===== src/rtl/clkbuf_cfg_pkg.sv =====
package clkbuf_cfg_pkg;

  localparam int BYTE_W = 8;

  // bit positions inside configuration byte 0
  localparam int B_STRAP_HI = 7;
  localparam int B_STRAP_LO = 6;
  localparam int B_SPARE_HI = 5;
  localparam int B_SPARE_LO = 4;
  localparam int B_UNLOCK   = 3;
  localparam int B_OVR_HI   = 2;
  localparam int B_OVR_LO   = 1;
  localparam int B_SPARE0   = 0;

  typedef enum logic [1:0] {
    MODE_LBW = 2'b00,
    MODE_BYP = 2'b01,
    MODE_HBW = 2'b11
  } pll_mode_e;

  // decoded strap level: 00 low, 01 middle, 10 high, 11 unused
  function automatic logic [1:0] level_to_mode(input logic [1:0] lvl);
    case (lvl)
      2'b00:   return MODE_LBW;
      2'b10:   return MODE_HBW;
      default: return MODE_BYP;
    endcase
  endfunction

  function automatic logic [1:0] legal_mode(input logic [1:0] code);
    return (code == 2'b10) ? MODE_BYP : code;
  endfunction

endpackage


===== src/rtl/clkbuf_strap_latch.sv =====
module clkbuf_strap_latch
  import clkbuf_cfg_pkg::*;
(
  input  logic       clk,
  input  logic       rst,
  input  logic [1:0] strap_lvl,
  output logic [1:0] strap_mode
);

  always_ff @(posedge clk) begin
    if (rst) strap_mode <= level_to_mode(strap_lvl);
  end

endmodule


===== src/rtl/clkbuf_cfg_regs.sv =====
module clkbuf_cfg_regs
  import clkbuf_cfg_pkg::*;
#(
  parameter int ADDR_W   = 3,
  parameter int CFG_ADDR = 0
) (
  input  logic              clk,
  input  logic              rst,
  input  logic              pwr_down,
  input  logic              acc_valid,
  input  logic              acc_write,
  input  logic [ADDR_W-1:0] acc_addr,
  input  logic [BYTE_W-1:0] acc_wdata,
  input  logic [1:0]        strap_mode,
  output logic [BYTE_W-1:0] rd_data,
  output logic              unlock_q,
  output logic [1:0]        ovr_q
);

  localparam logic [ADDR_W-1:0] SEL = ADDR_W'(CFG_ADDR);

  logic [1:0] spare_hi_q;
  logic       spare0_q;
  logic       live, hit, do_wr, do_rd;
  logic [BYTE_W-1:0] cur_byte;

  assign live  = acc_valid && !pwr_down;
  assign hit   = (acc_addr == SEL);
  assign do_wr = live && acc_write && hit;
  assign do_rd = live && !acc_write;

  always_comb begin
    cur_byte = '0;
    cur_byte[B_STRAP_HI:B_STRAP_LO] = strap_mode;
    cur_byte[B_SPARE_HI:B_SPARE_LO] = spare_hi_q;
    cur_byte[B_UNLOCK]              = unlock_q;
    cur_byte[B_OVR_HI:B_OVR_LO]     = ovr_q;
    cur_byte[B_SPARE0]              = spare0_q;
  end

  always_ff @(posedge clk) begin
    if (rst) begin
      spare_hi_q <= '0;
      spare0_q   <= 1'b0;
      unlock_q   <= 1'b0;
      ovr_q      <= '0;
    end else if (do_wr) begin
      spare_hi_q <= acc_wdata[B_SPARE_HI:B_SPARE_LO];
      spare0_q   <= acc_wdata[B_SPARE0];
      unlock_q   <= acc_wdata[B_UNLOCK];
      if (unlock_q) ovr_q <= acc_wdata[B_OVR_HI:B_OVR_LO];
    end
  end

  always_ff @(posedge clk) begin
    if (rst)        rd_data <= '0;
    else if (do_rd) rd_data <= hit ? cur_byte : '0;
  end

endmodule


===== src/rtl/clkbuf_mode_sel.sv =====
module clkbuf_mode_sel
  import clkbuf_cfg_pkg::*;
(
  input  logic       clk,
  input  logic       rst,
  input  logic       warm_rst,
  input  logic [1:0] strap_lvl,
  input  logic [1:0] strap_mode,
  input  logic       unlock_q,
  input  logic [1:0] ovr_q,
  output logic [1:0] pll_mode
);

  always_ff @(posedge clk) begin
    if (rst)           pll_mode <= level_to_mode(strap_lvl);
    else if (warm_rst) pll_mode <= unlock_q ? legal_mode(ovr_q) : strap_mode;
  end

endmodule


===== src/rtl/clkbuf_mode_cfg.sv =====
module clkbuf_mode_cfg
  import clkbuf_cfg_pkg::*;
#(
  parameter int ADDR_W   = 3,
  parameter int CFG_ADDR = 0
) (
  input  logic              clk,
  input  logic              rst,
  input  logic              warm_rst,
  input  logic [1:0]        strap_lvl,
  input  logic              pwr_down,
  input  logic              acc_valid,
  input  logic              acc_write,
  input  logic [ADDR_W-1:0] acc_addr,
  input  logic [7:0]        acc_wdata,
  output logic [7:0]        rd_data,
  output logic [1:0]        pll_mode
);

  logic [1:0] strap_mode;
  logic       unlock_q;
  logic [1:0] ovr_q;

  clkbuf_strap_latch u_strap (
    .clk        (clk),
    .rst        (rst),
    .strap_lvl  (strap_lvl),
    .strap_mode (strap_mode)
  );

  clkbuf_cfg_regs #(.ADDR_W(ADDR_W), .CFG_ADDR(CFG_ADDR)) u_regs (
    .clk        (clk),
    .rst        (rst),
    .pwr_down   (pwr_down),
    .acc_valid  (acc_valid),
    .acc_write  (acc_write),
    .acc_addr   (acc_addr),
    .acc_wdata  (acc_wdata),
    .strap_mode (strap_mode),
    .rd_data    (rd_data),
    .unlock_q   (unlock_q),
    .ovr_q      (ovr_q)
  );

  clkbuf_mode_sel u_mode (
    .clk        (clk),
    .rst        (rst),
    .warm_rst   (warm_rst),
    .strap_lvl  (strap_lvl),
    .strap_mode (strap_mode),
    .unlock_q   (unlock_q),
    .ovr_q      (ovr_q),
    .pll_mode   (pll_mode)
  );

endmodule


===== config.mk =====
export PLATFORM = sky130hd
export DESIGN_NAME = clkbuf_mode_cfg
export DESIGN_NICKNAME = d
export VERILOG_FILES = /design/src/rtl/clkbuf_cfg_pkg.sv /design/src/rtl/clkbuf_strap_latch.sv /design/src/rtl/clkbuf_cfg_regs.sv /design/src/rtl/clkbuf_mode_sel.sv /design/src/rtl/clkbuf_mode_cfg.sv
export SDC_FILE = /design/constraint.sdc
export NUM_CORES = 1
export LEC_CHECK = 0
export ABC_AREA = 0
export BUFFER_PORTS_ARGS = -buffer_cell sky130_fd_sc_hd__buf_2
export CAP_MARGIN = 20
export CORE_ASPECT_RATIO = 1.25
export CORE_UTILIZATION = 45
export CTS_CLUSTER_DIAMETER = 40
export DETAILED_ROUTE_END_ITERATION = 12
export PLACE_DENSITY_LB_ADDON = 0.05
export SYNTH_ARGS = -nofsm -noshare
export SYNTH_HDL_FRONTEND = slang
export SYNTH_SLANG_ARGS = --single-unit

===== constraint.sdc =====
create_clock -name clk -period 2.8 [get_ports clk]
set_input_delay 0.84 -clock clk [delete_from_list [all_inputs] [get_ports clk]]
set_output_delay 0.84 -clock clk [all_outputs]
set_load 0.02 [all_outputs]

==> flow_summary.yaml, run 1 <==
run_status:
  status: "finished, final reports clean"
synthesis:
  yosys.area_share.simple: 0.2569
  synth-compound-area-share: 0.1195
  ys_seq_elements: 18
  synthMuxAreaShare: 0.07754
  syn_area_sq_um: 774.5
  synth-xor-area-share: 0
  synth.yosys.warnings: 0
  ys_types: 18
  yosysTopAreaCellShare: 0.3619
  synthCells: 72
  synth_fa_ha_area_frac: 0
  synth_top_cell_by_area: "dfxtp_1"
  syn_nets: 91
  synth_sequential_area_ratio: 0.5170
  synth_top_family_by_area: "simple AND/OR/NAND/NOR gates"
  synth.area.top_cells: "dfxtp_1 36%, edfxtp_1 16%, nand2b_1 11%, a32oi_1 9.0%, mux2i_1 7.8%"
  avgSynthCellArea_sq_um: 10.76
sta:
  holdWs_ns: 0.4837
  hold_viol_final: 0
  tns_ns: 0
  period_needed_ns: 1.737
  slew_violations: 0
  fmax_mhz: 575.7
  setup_violations: 0
  skew_ns: 0.002810
  timing.final.crit_share: 0.6204
  rsz0062_at_grt: "no"
  relSlewSlack: 0.6416
  worst_pin_slew_ns: 0.5356
cells_and_area:
  fillers: 147
  antenna-diode-count: 0
  final_common_cell: "buf_2"
  layout_common_cells: "26 x buf_2, 14 x dfxtp_1, 13 x nand2b_1, 9 x nor2_1, 8 x a32oi_1"
  nNetsFinal: 119
  areaGrowthSynthToFinish_pct: 22.46
  drive_gt1_frac: 0.3434
route:
  vias: 636
  dr.pass1.iters: 4
  postRouteAntennaNets: 0
  wire_per_inst_microns: 12.97
  wl_microns: 1517
  viasPerCell: 5.436
  drt_iter0_markers: 5
  drc: 0
floorplanning:
  io_pins: 29
  rows: 16
  die_h_microns: 48.39
  die_area_sq_um: 1892
  initial_core_util: 0.4897
  die_x_microns: 39.11
  coreArea_sq_um: 1582
clocking:
  insertion_delay_ns: 0.29
  cts_made_buffers: 3
  cts_resized: 0
  clk_pin_slew_ns: 0.10
  cts.sinks: 18
  cts_root_buffer: "clkbuf_4"
  ctsLongestPathBuffers: 2
  tritoncts: "yes"
  postCtsHoldBufs: 0
  post_cts_buffers: 0
  htreeDepth: 1
worst_setup_path:
  critical_path_class: "input port to register"
  cp_max_fo: 10
  cp.required_ns: 3.03
  slowest_delay_ns: 0.31
  end_kind: "register"
  r2r_setup_slack_ns: 1.78
  cp_slowest_cell: "and3b_1"
  path_cells: "buf_2, nor4b_4, buf_4, and3b_1, mux2i_1"
  cp.arrival_ns: 1.97
  worst_setup_path_start_kind: "input port"
grt:
  grt_max_degree: 28
  grt_pass1_vias: 602
  antenna_found_initial: 0
  track_usage: 0.1912
  grt-ovfl-total: 0
  grt_pass1_wl_microns: 2594
power:
  cellPowerDensity_nw_per_um2: 503.5
  power_leakage_uw: 0.0003961
  p_total_uw: 477.6
  ir_worst_vdd_mv: 0.2725
placement:
  gp_congestion: 0.6386
  dp_hpwl_microns: 1082
  portBuffers: 26
flow_run:
  maxCapViolations: 0
hold_path:
  hold_class: "register to register"
==> per-stage QoR <==
step	utilization	area, sq um	setup WS [ns]	cells
2_1_floorplan	-	774.5	0.9709	72
3_3_place_gp	0.5767	912.1	0.7866	113
3_5_place_dp	0.5767	912.1	0.7681	113
4_1_cts	0.5997	948.4	1.069	117
5_1_grt	0.5997	948.4	1.024	117
6_report	0.5997	948.4	1.063	117
==> cells by family (layout without fill, tap and decap cells) <==
logic type | after synthesis | in the layout
DFF | 18 | 18
AOI/OAI and AO/OA | 12 | 12
buffers and inverters | 4 | 31
and+or+nand+nor | 32 | 32
muxes | 6 | 6
==> sequential cells by signal, summed over array words and instances (netlist names) <==
| name | count |
|---|---|
| u_regs.rd_data | 8 |
| u_mode.pll_mode | 2 |
| u_regs.ovr_q | 2 |
| u_regs.spare_hi_q | 2 |
| u_strap.strap_mode | 2 |
| u_regs.spare0_q | 1 |
| u_regs.unlock_q | 1 |
==> cells in the mapped netlist, drive strengths merged <==
| cell | instances |
|---|---|
| or2 | 2 |
| or3b | 1 |
| edfxtp | 4 |
| o21ai | 2 |
| nand2 | 2 |
| dfxtp | 14 |
| mux2i | 6 |
| a32oi | 8 |
| clkbuf | 3 |
| and3b | 1 |
| a31oi | 1 |
| o22ai | 1 |
| nor2b | 2 |
| and4b | 1 |
| nor2 | 9 |
| buf | 1 |
| nand2b | 13 |
| nor4b | 1 |
==> layout make-up <==
cell class / instances / area [sq um] / area share
multi-input combinational: 50 / 351.6 / 0.3707
timing repair buffer: 27 / 137.6 / 0.1451
sequential: 18 / 400.4 / 0.4222
tap: 18 / 22.52 / 0.02375
clock buffer: 4 / 36.28 / 0.03826
==> critical path, delay by kind of cell <==
kind | cells | cell delay (ns)
AND/OR/NAND/NOR | 2 | 0.57
multiplexers | 1 | 0.22
buffers and inverters | 2 | 0.33
==> per-layer routing <==
layer,global-route usage,routed length [microns],share of wire
met1,0.2684,721,0.48
met2,0.2750,723,0.48
met3,0.05505,61,0.040
met4,0.06897,10,0.0066
met5,0,0,0
==> power by group <==
group          total (uW)  switching (uW)  internal (uW)  leakage, uW
sequential            274            2.46            271     0.000153
combinational        43.0            23.0           20.0     0.000222
clock                 161            81.4           79.2    0.0000210
total                 478             107            371     0.000396
==> worst paths after layout <==
kind                                                     endpoint  depth (start not counted)                    startpoint
worst max-delay path            u_regs.spare_hi_q[0]$_SDFFE_PP0P_                          5                   acc_addr[2]
worst min-delay path                 u_regs.spare0_q$_SDFFE_PP0P_                          2  u_regs.spare0_q$_SDFFE_PP0P_
worst max register to register       u_mode.pll_mode[0]$_DFFE_PP_                          3  u_regs.unlock_q$_SDFFE_PP0P_
worst min register to register       u_regs.spare0_q$_SDFFE_PP0P_                          2  u_regs.spare0_q$_SDFFE_PP0P_
Note: power is estimated with default switching activity, not from simulation.
==> run 2, diff against run 1 <==
- CORE_UTILIZATION: 45 -> 42
- clock period: 2.8 -> 1.4 ns (I/O delays scaled with it)
==> run 2 against run 1 <==
Compared with the run above:
- wire length fell by 1.3%
- sequential share of layout area shrank 0.28 points
- clock skew up 0.0048 ns
- critical path depth decreased by 4
- via count decreased by 0.31%
- hold slack worse by 0.099 ns
- first-iteration DRC count increased by 20%
- combinational power up 110%
- utilization down 5.2 points
- largest cell class unchanged
- register-to-register slack worse by 1.4 ns
- die area is 6.8% higher
==> flow_summary.yaml, run 2 (synthesis gave the netlist of run 1 again) <==
cells_and_area:
  multi_input_area_sq_um: 351.6
  drive_gt1_frac: 0.3465
  nNetsFinal: 121
  areaGrowthSynthToFinish_pct: 23.26
  final_common_cell: "buf_2"
  ff_latch_area_sq_um: 400.4
  layout_common_cells: "26 x buf_2, 14 x dfxtp_1, 13 x nand2b_1, 9 x nor2_1, 8 x a32oi_1"
  fillers: 181
  largest_register_ffs: 8
  largest-register: "u_regs.rd_data"
  antenna-diode-count: 0
route:
  wl_microns: 1498
  drc: 0
  wire_per_inst_microns: 12.48
  vias: 634
  drt_iter0_markers: 6
  postRouteAntennaNets: 0
  dr.pass1.iters: 3
  viasPerCell: 5.283
worst_setup_path:
  cp.arrival_ns: 0.82
  end_kind: "output port"
  worst_setup_path_start_kind: "register"
  slowest_delay_ns: 0.37
  cp_max_fo: 1
  path_cells: "buf_2"
  critical_path_class: "register to output port"
  cp.required_ns: 0.98
  cp_slowest_cell: "edfxtp_1"
  path_buf_inv: 1
  crit_family: "flip-flops"
flow_run:
  maxCapViolations: 0
power:
  power_leakage_uw: 0.0004006
  cellPowerDensity_nw_per_um2: 943.4
  power.internal_uw: 689.1
  pwr-share-seq: 0.608
  sw_frac_of_total: 0.2349
  switchingPower_uw: 211.6
  ir_worst_vdd_mv: 0.6344
  p_total_uw: 900.6
  pwr-share-clk: 0.294
  combinationalPowerShare: 0.098
sta:
  setup_violations: 0
  worst_pin_slew_ns: 0.5165
  timing.final.crit_share: 0.8866
  setup_ws_ns: 0.1587
  rsz0062_at_grt: "no"
  slew_violations: 0
  fmax_mhz: 805.6
  holdWs_ns: 0.3845
  hold_viol_final: 0
  relSlewSlack: 0.6544
  skew_ns: 0.007562
  period_needed_ns: 1.241
grt:
  grt_pass1_vias: 590
  grt_pass1_wl_microns: 2332
  antenna_found_initial: 0
  grt_max_degree: 24
  track_usage: 0.1667
  grt-ovfl-total: 0
clocking:
  htreeDepth: 1
  insertion_delay_ns: 0.29
  postCtsHoldBufs: 0
  cts_root_buffer: "clkbuf_4"
  cts.sinks: 18
  cts_made_buffers: 3
  ctsLongestPathBuffers: 2
  cts_resized: 0
  post_cts_buffers: 0
  tritoncts: "yes"
  clk_pin_slew_ns: 0.11
floorplanning:
  die_area_sq_um: 2021
  coreArea_sq_um: 1744
  initial_core_util: 0.4440
  die_h_microns: 50.01
  die_x_microns: 40.41
  rows: 17
  io_pins: 29
placement:
  post-place-ws_ns: -0.1028
  dp_hpwl_microns: 1081
  portBuffers: 26
  gp_congestion: 0.7002
run_status:
  status: "finished, final reports clean"
hold_path:
  hold_class: "input port to register"
## run 2: final timing paths
check | from | end | slack (ns) | cells after the start
worst min register to register | u_regs.spare_hi_q[1]$_SDFFE_PP0P_ | u_regs.spare_hi_q[1]$_SDFFE_PP0P_ | 0.48 | 2
worst max-delay path | u_mode.pll_mode[0]$_DFFE_PP_ | pll_mode[0] | 0.16 | 1
worst max register to register | u_regs.unlock_q$_SDFFE_PP0P_ | u_regs.ovr_q[1]$_SDFFE_PP0P_ | 0.37 | 2
worst min-delay path | acc_wdata[1] | u_regs.ovr_q[0]$_SDFFE_PP0P_ | 0.38 | 3
## run 2: area by class of cell
type,count,share of cell area
sequential,18,0.4194
multi-input combinational,50,0.3683
timing repair buffer,29,0.1599
tap,19,0.02490
clock buffer,3,0.02359
clock inverter,1,0.003932
## run 2: per-stage QoR
stage                     cell area [sq um]  instances    util   TNS [ns]
after floorplan                       774.5         72       -  -0.008212
after global placement                928.4        116  0.5323    -0.6057
after detailed placement              928.4        116  0.5323    -0.5827
after CTS                             954.7        120  0.5473          0
after global routing                  954.7        120  0.5473          0
final                                 954.7        120  0.5473          0
## run 2: per-layer routing
metal / track usage / share of wire / vias to the layer above
met3: 0.02703 / 0.038 / 2
li1: - / - / 319
met2: 0.2487 / 0.46 / 16
met4: 0.08333 / 0.0067 / 0
met5: 0 / 0 / -
met1: 0.2229 / 0.49 / 297
## run 2: power by group through the flow
| stage | Sequential, uW | Clock (uW) | Combinational [uW] |
|---|---|---|---|
| CTS | 548 | 266 | 89.2 |
| floorplan | 566 | 0 | 39.1 |
| detailed placement | 560 | 0 | 88.8 |
| finish | 548 | 265 | 88.3 |
| global route | 549 | 283 | 98.3 |
| global placement | 559 | 0 | 88.4 |
==> run 3, diff against run 2 <==
- GPL_TIMING_DRIVEN: default -> 0
==> run 3 against run 2 <==
Compared with the run above:
- cell count increased by 1.7%
- hold slack got worse by 0.011 ns
- worst setup slack got worse by 0.027 ns
- maximum frequency decreased by 2.1%
- combinational power increased by 4.2%
- utilization increased by 0.50 points
- via count increased by 1.9%
- global-route usage increased by 3.0 points
- sequential share of layout area decreased by 0.38 points
- cell area increased by 0.92%
- critical path type unchanged
==> flow_summary.yaml, run 3 (synthesis gave the netlist of run 1 again) <==
worst_setup_path:
  r2r_setup_slack_ns: 0.35
  cp_max_fo: 1
  cp.required_ns: 0.98
  worst_setup_path_start_kind: "register"
  ff2ff_path_depth: 3
  end_kind: "output port"
  cp.arrival_ns: 0.85
  critical_path_class: "register to output port"
  cp_slowest_cell: "edfxtp_1"
  path_buf_inv: 1
  path_cells: "buf_2"
  r2r-end: "u_mode.pll_mode[1]$_DFFE_PP_"
  slowest_delay_ns: 0.39
  crit_family: "flip-flops"
  r2r_start: "u_strap.strap_mode[1]$_DFFE_PP_"
sta:
  period_needed_ns: 1.268
  rsz0062_at_grt: "no"
  timing.final.crit_share: 0.9057
  fmax_mhz: 788.6
  slew_violations: 0
  skew_ns: 0.001133
  relSlewSlack: 0.6293
  hold_viol_final: 0
  setup_violations: 0
  worst_pin_slew_ns: 0.5540
cells_and_area:
  largest_register_ffs: 8
  layout_common_cells: "26 x buf_2, 14 x dfxtp_1, 13 x nand2b_1, 9 x nor2_1, 8 x a32oi_1"
  areaGrowthSynthToFinish_pct: 24.39
  fillers: 170
  final_common_cell: "buf_2"
  drive_gt1_frac: 0.3398
  largest-register: "u_regs.rd_data"
  ff_latch_area_sq_um: 400.4
  antenna-diode-count: 0
  final_core_util: 0.5524
  nNetsFinal: 123
  multi_input_area_sq_um: 351.6
  fin_cells: 122
hold_path:
  hold_class: "input port to register"
  worstHoldStart: "acc_wdata[3]"
  hold_path_end: "u_regs.unlock_q$_SDFFE_PP0P_"
  hold_depth: 3
grt:
  grt_max_degree: 11
  grt-ovfl-total: 0
  grt_pass1_wl_microns: 2628
  antenna_found_initial: 0
  track_usage: 0.1969
  grt_pass1_vias: 607
route:
  wl_microns: 1675
  wire_per_inst_microns: 13.73
  dr.pass1.iters: 4
  viasPerCell: 5.295
  vias: 646
  drc: 0
  drt_iter0_markers: 12
  postRouteAntennaNets: 0
floorplanning:
  io_pins: 29
  initial_core_util: 0.4440
  die_h_microns: 50.01
  die_x_microns: 40.41
  die_area_sq_um: 2021
  coreArea_sq_um: 1744
  rows: 17
placement:
  gp_congestion: 0.7550
  portBuffers: 26
  dp_hpwl_microns: 1209
  dp_cells: 117
clocking:
  tritoncts: "yes"
  cts_root_buffer: "clkbuf_4"
  cts_made_buffers: 3
  cts.sinks: 18
  postCtsHoldBufs: 0
  ctsLongestPathBuffers: 2
  htreeDepth: 1
  insertion_delay_ns: 0.29
  clk_pin_slew_ns: 0.11
power:
  ir_worst_vdd_mv: 0.5610
  cellPowerDensity_nw_per_um2: 946.2
  power_leakage_uw: 0.0004031
run_status:
  status: "finished, final reports clean"
flow_run:
  maxCapViolations: 0
## run 3: changes by cell type in the layout (fill, tap and decap cells not counted), sizes merged
cell | before | now
buf | 29 | 28
clkbuf | 3 | 6
## run 3: layout make-up
type	count	share of cell area
Multi-Input combinational cell	50	0.3649
Timing Repair Buffer	27	0.1429
Clock buffer	3	0.02338
Sequential cell	18	0.4156
Clock inverter	1	0.003896
Buffer	4	0.02468
Tap cell	19	0.02468
## run 3: per-stage QoR
| step | total power [uW] | setup slack, ns | hold WS (ns) | area, sq um | setup TNS, ns |
|---|---|---|---|---|---|
| 2_1_floorplan | 605.0 | -0.002053 | 0.4490 | 774.5 | -0.008212 |
| 3_3_place_gp | 647.4 | -0.3070 | 0.4678 | 928.4 | -2.979 |
| 3_5_place_dp | 651.0 | -0.3268 | 0.4741 | 928.4 | -3.475 |
| 4_1_cts | 918.2 | 0.02035 | 0.3627 | 962.2 | 0 |
| 5_1_grt | 951.3 | 0.04736 | 0.3649 | 963.4 | 0 |
| 6_report | 911.6 | 0.1320 | 0.3737 | 963.4 | 0 |
## run 3: how the worst max path moves through the flow
stage | startpoint | to | slack [ns] | cells past startpoint
2_1_floorplan | acc_addr[0] | u_regs.spare0_q$_SDFFE_PP0P_ | -0.002 | 4
3_3_place_gp | acc_addr[0] | u_regs.spare_hi_q[0]$_SDFFE_PP0P_ | -0.31 | 5
3_5_place_dp | acc_addr[0] | u_regs.spare_hi_q[1]$_SDFFE_PP0P_ | -0.33 | 5
4_1_cts | rst | u_mode.pll_mode[1]$_DFFE_PP_ | 0.02 | 5
5_1_grt | rst | u_mode.pll_mode[1]$_DFFE_PP_ | 0.05 | 5
6_report | u_mode.pll_mode[1]$_DFFE_PP_ | pll_mode[1] | 0.13 | 1
## run 3: power breakdown
group | leakage [uW] | switching [uW] | internal (uW)
logic | 0.000235 | 49.4 | 42.5
registers | 0.000153 | 5.27 | 543
clock network | 0.0000154 | 168 | 104
## run 3: what timing repair did
item	in CTS	in global routing
buffers inserted	1	0
resized for setup	0	2
pin swaps	1	0
setup endpoints to repair	2	2
## run 3: routing by layer
metal / track usage / wire length [microns] / up-vias
li1: - / - / 324
met1: 0.2800 / 829 / 302
met2: 0.2725 / 763 / 18
met3: 0.02703 / 67 / 2
met4: 0.1167 / 16 / 0
met5: 0 / 0 / -
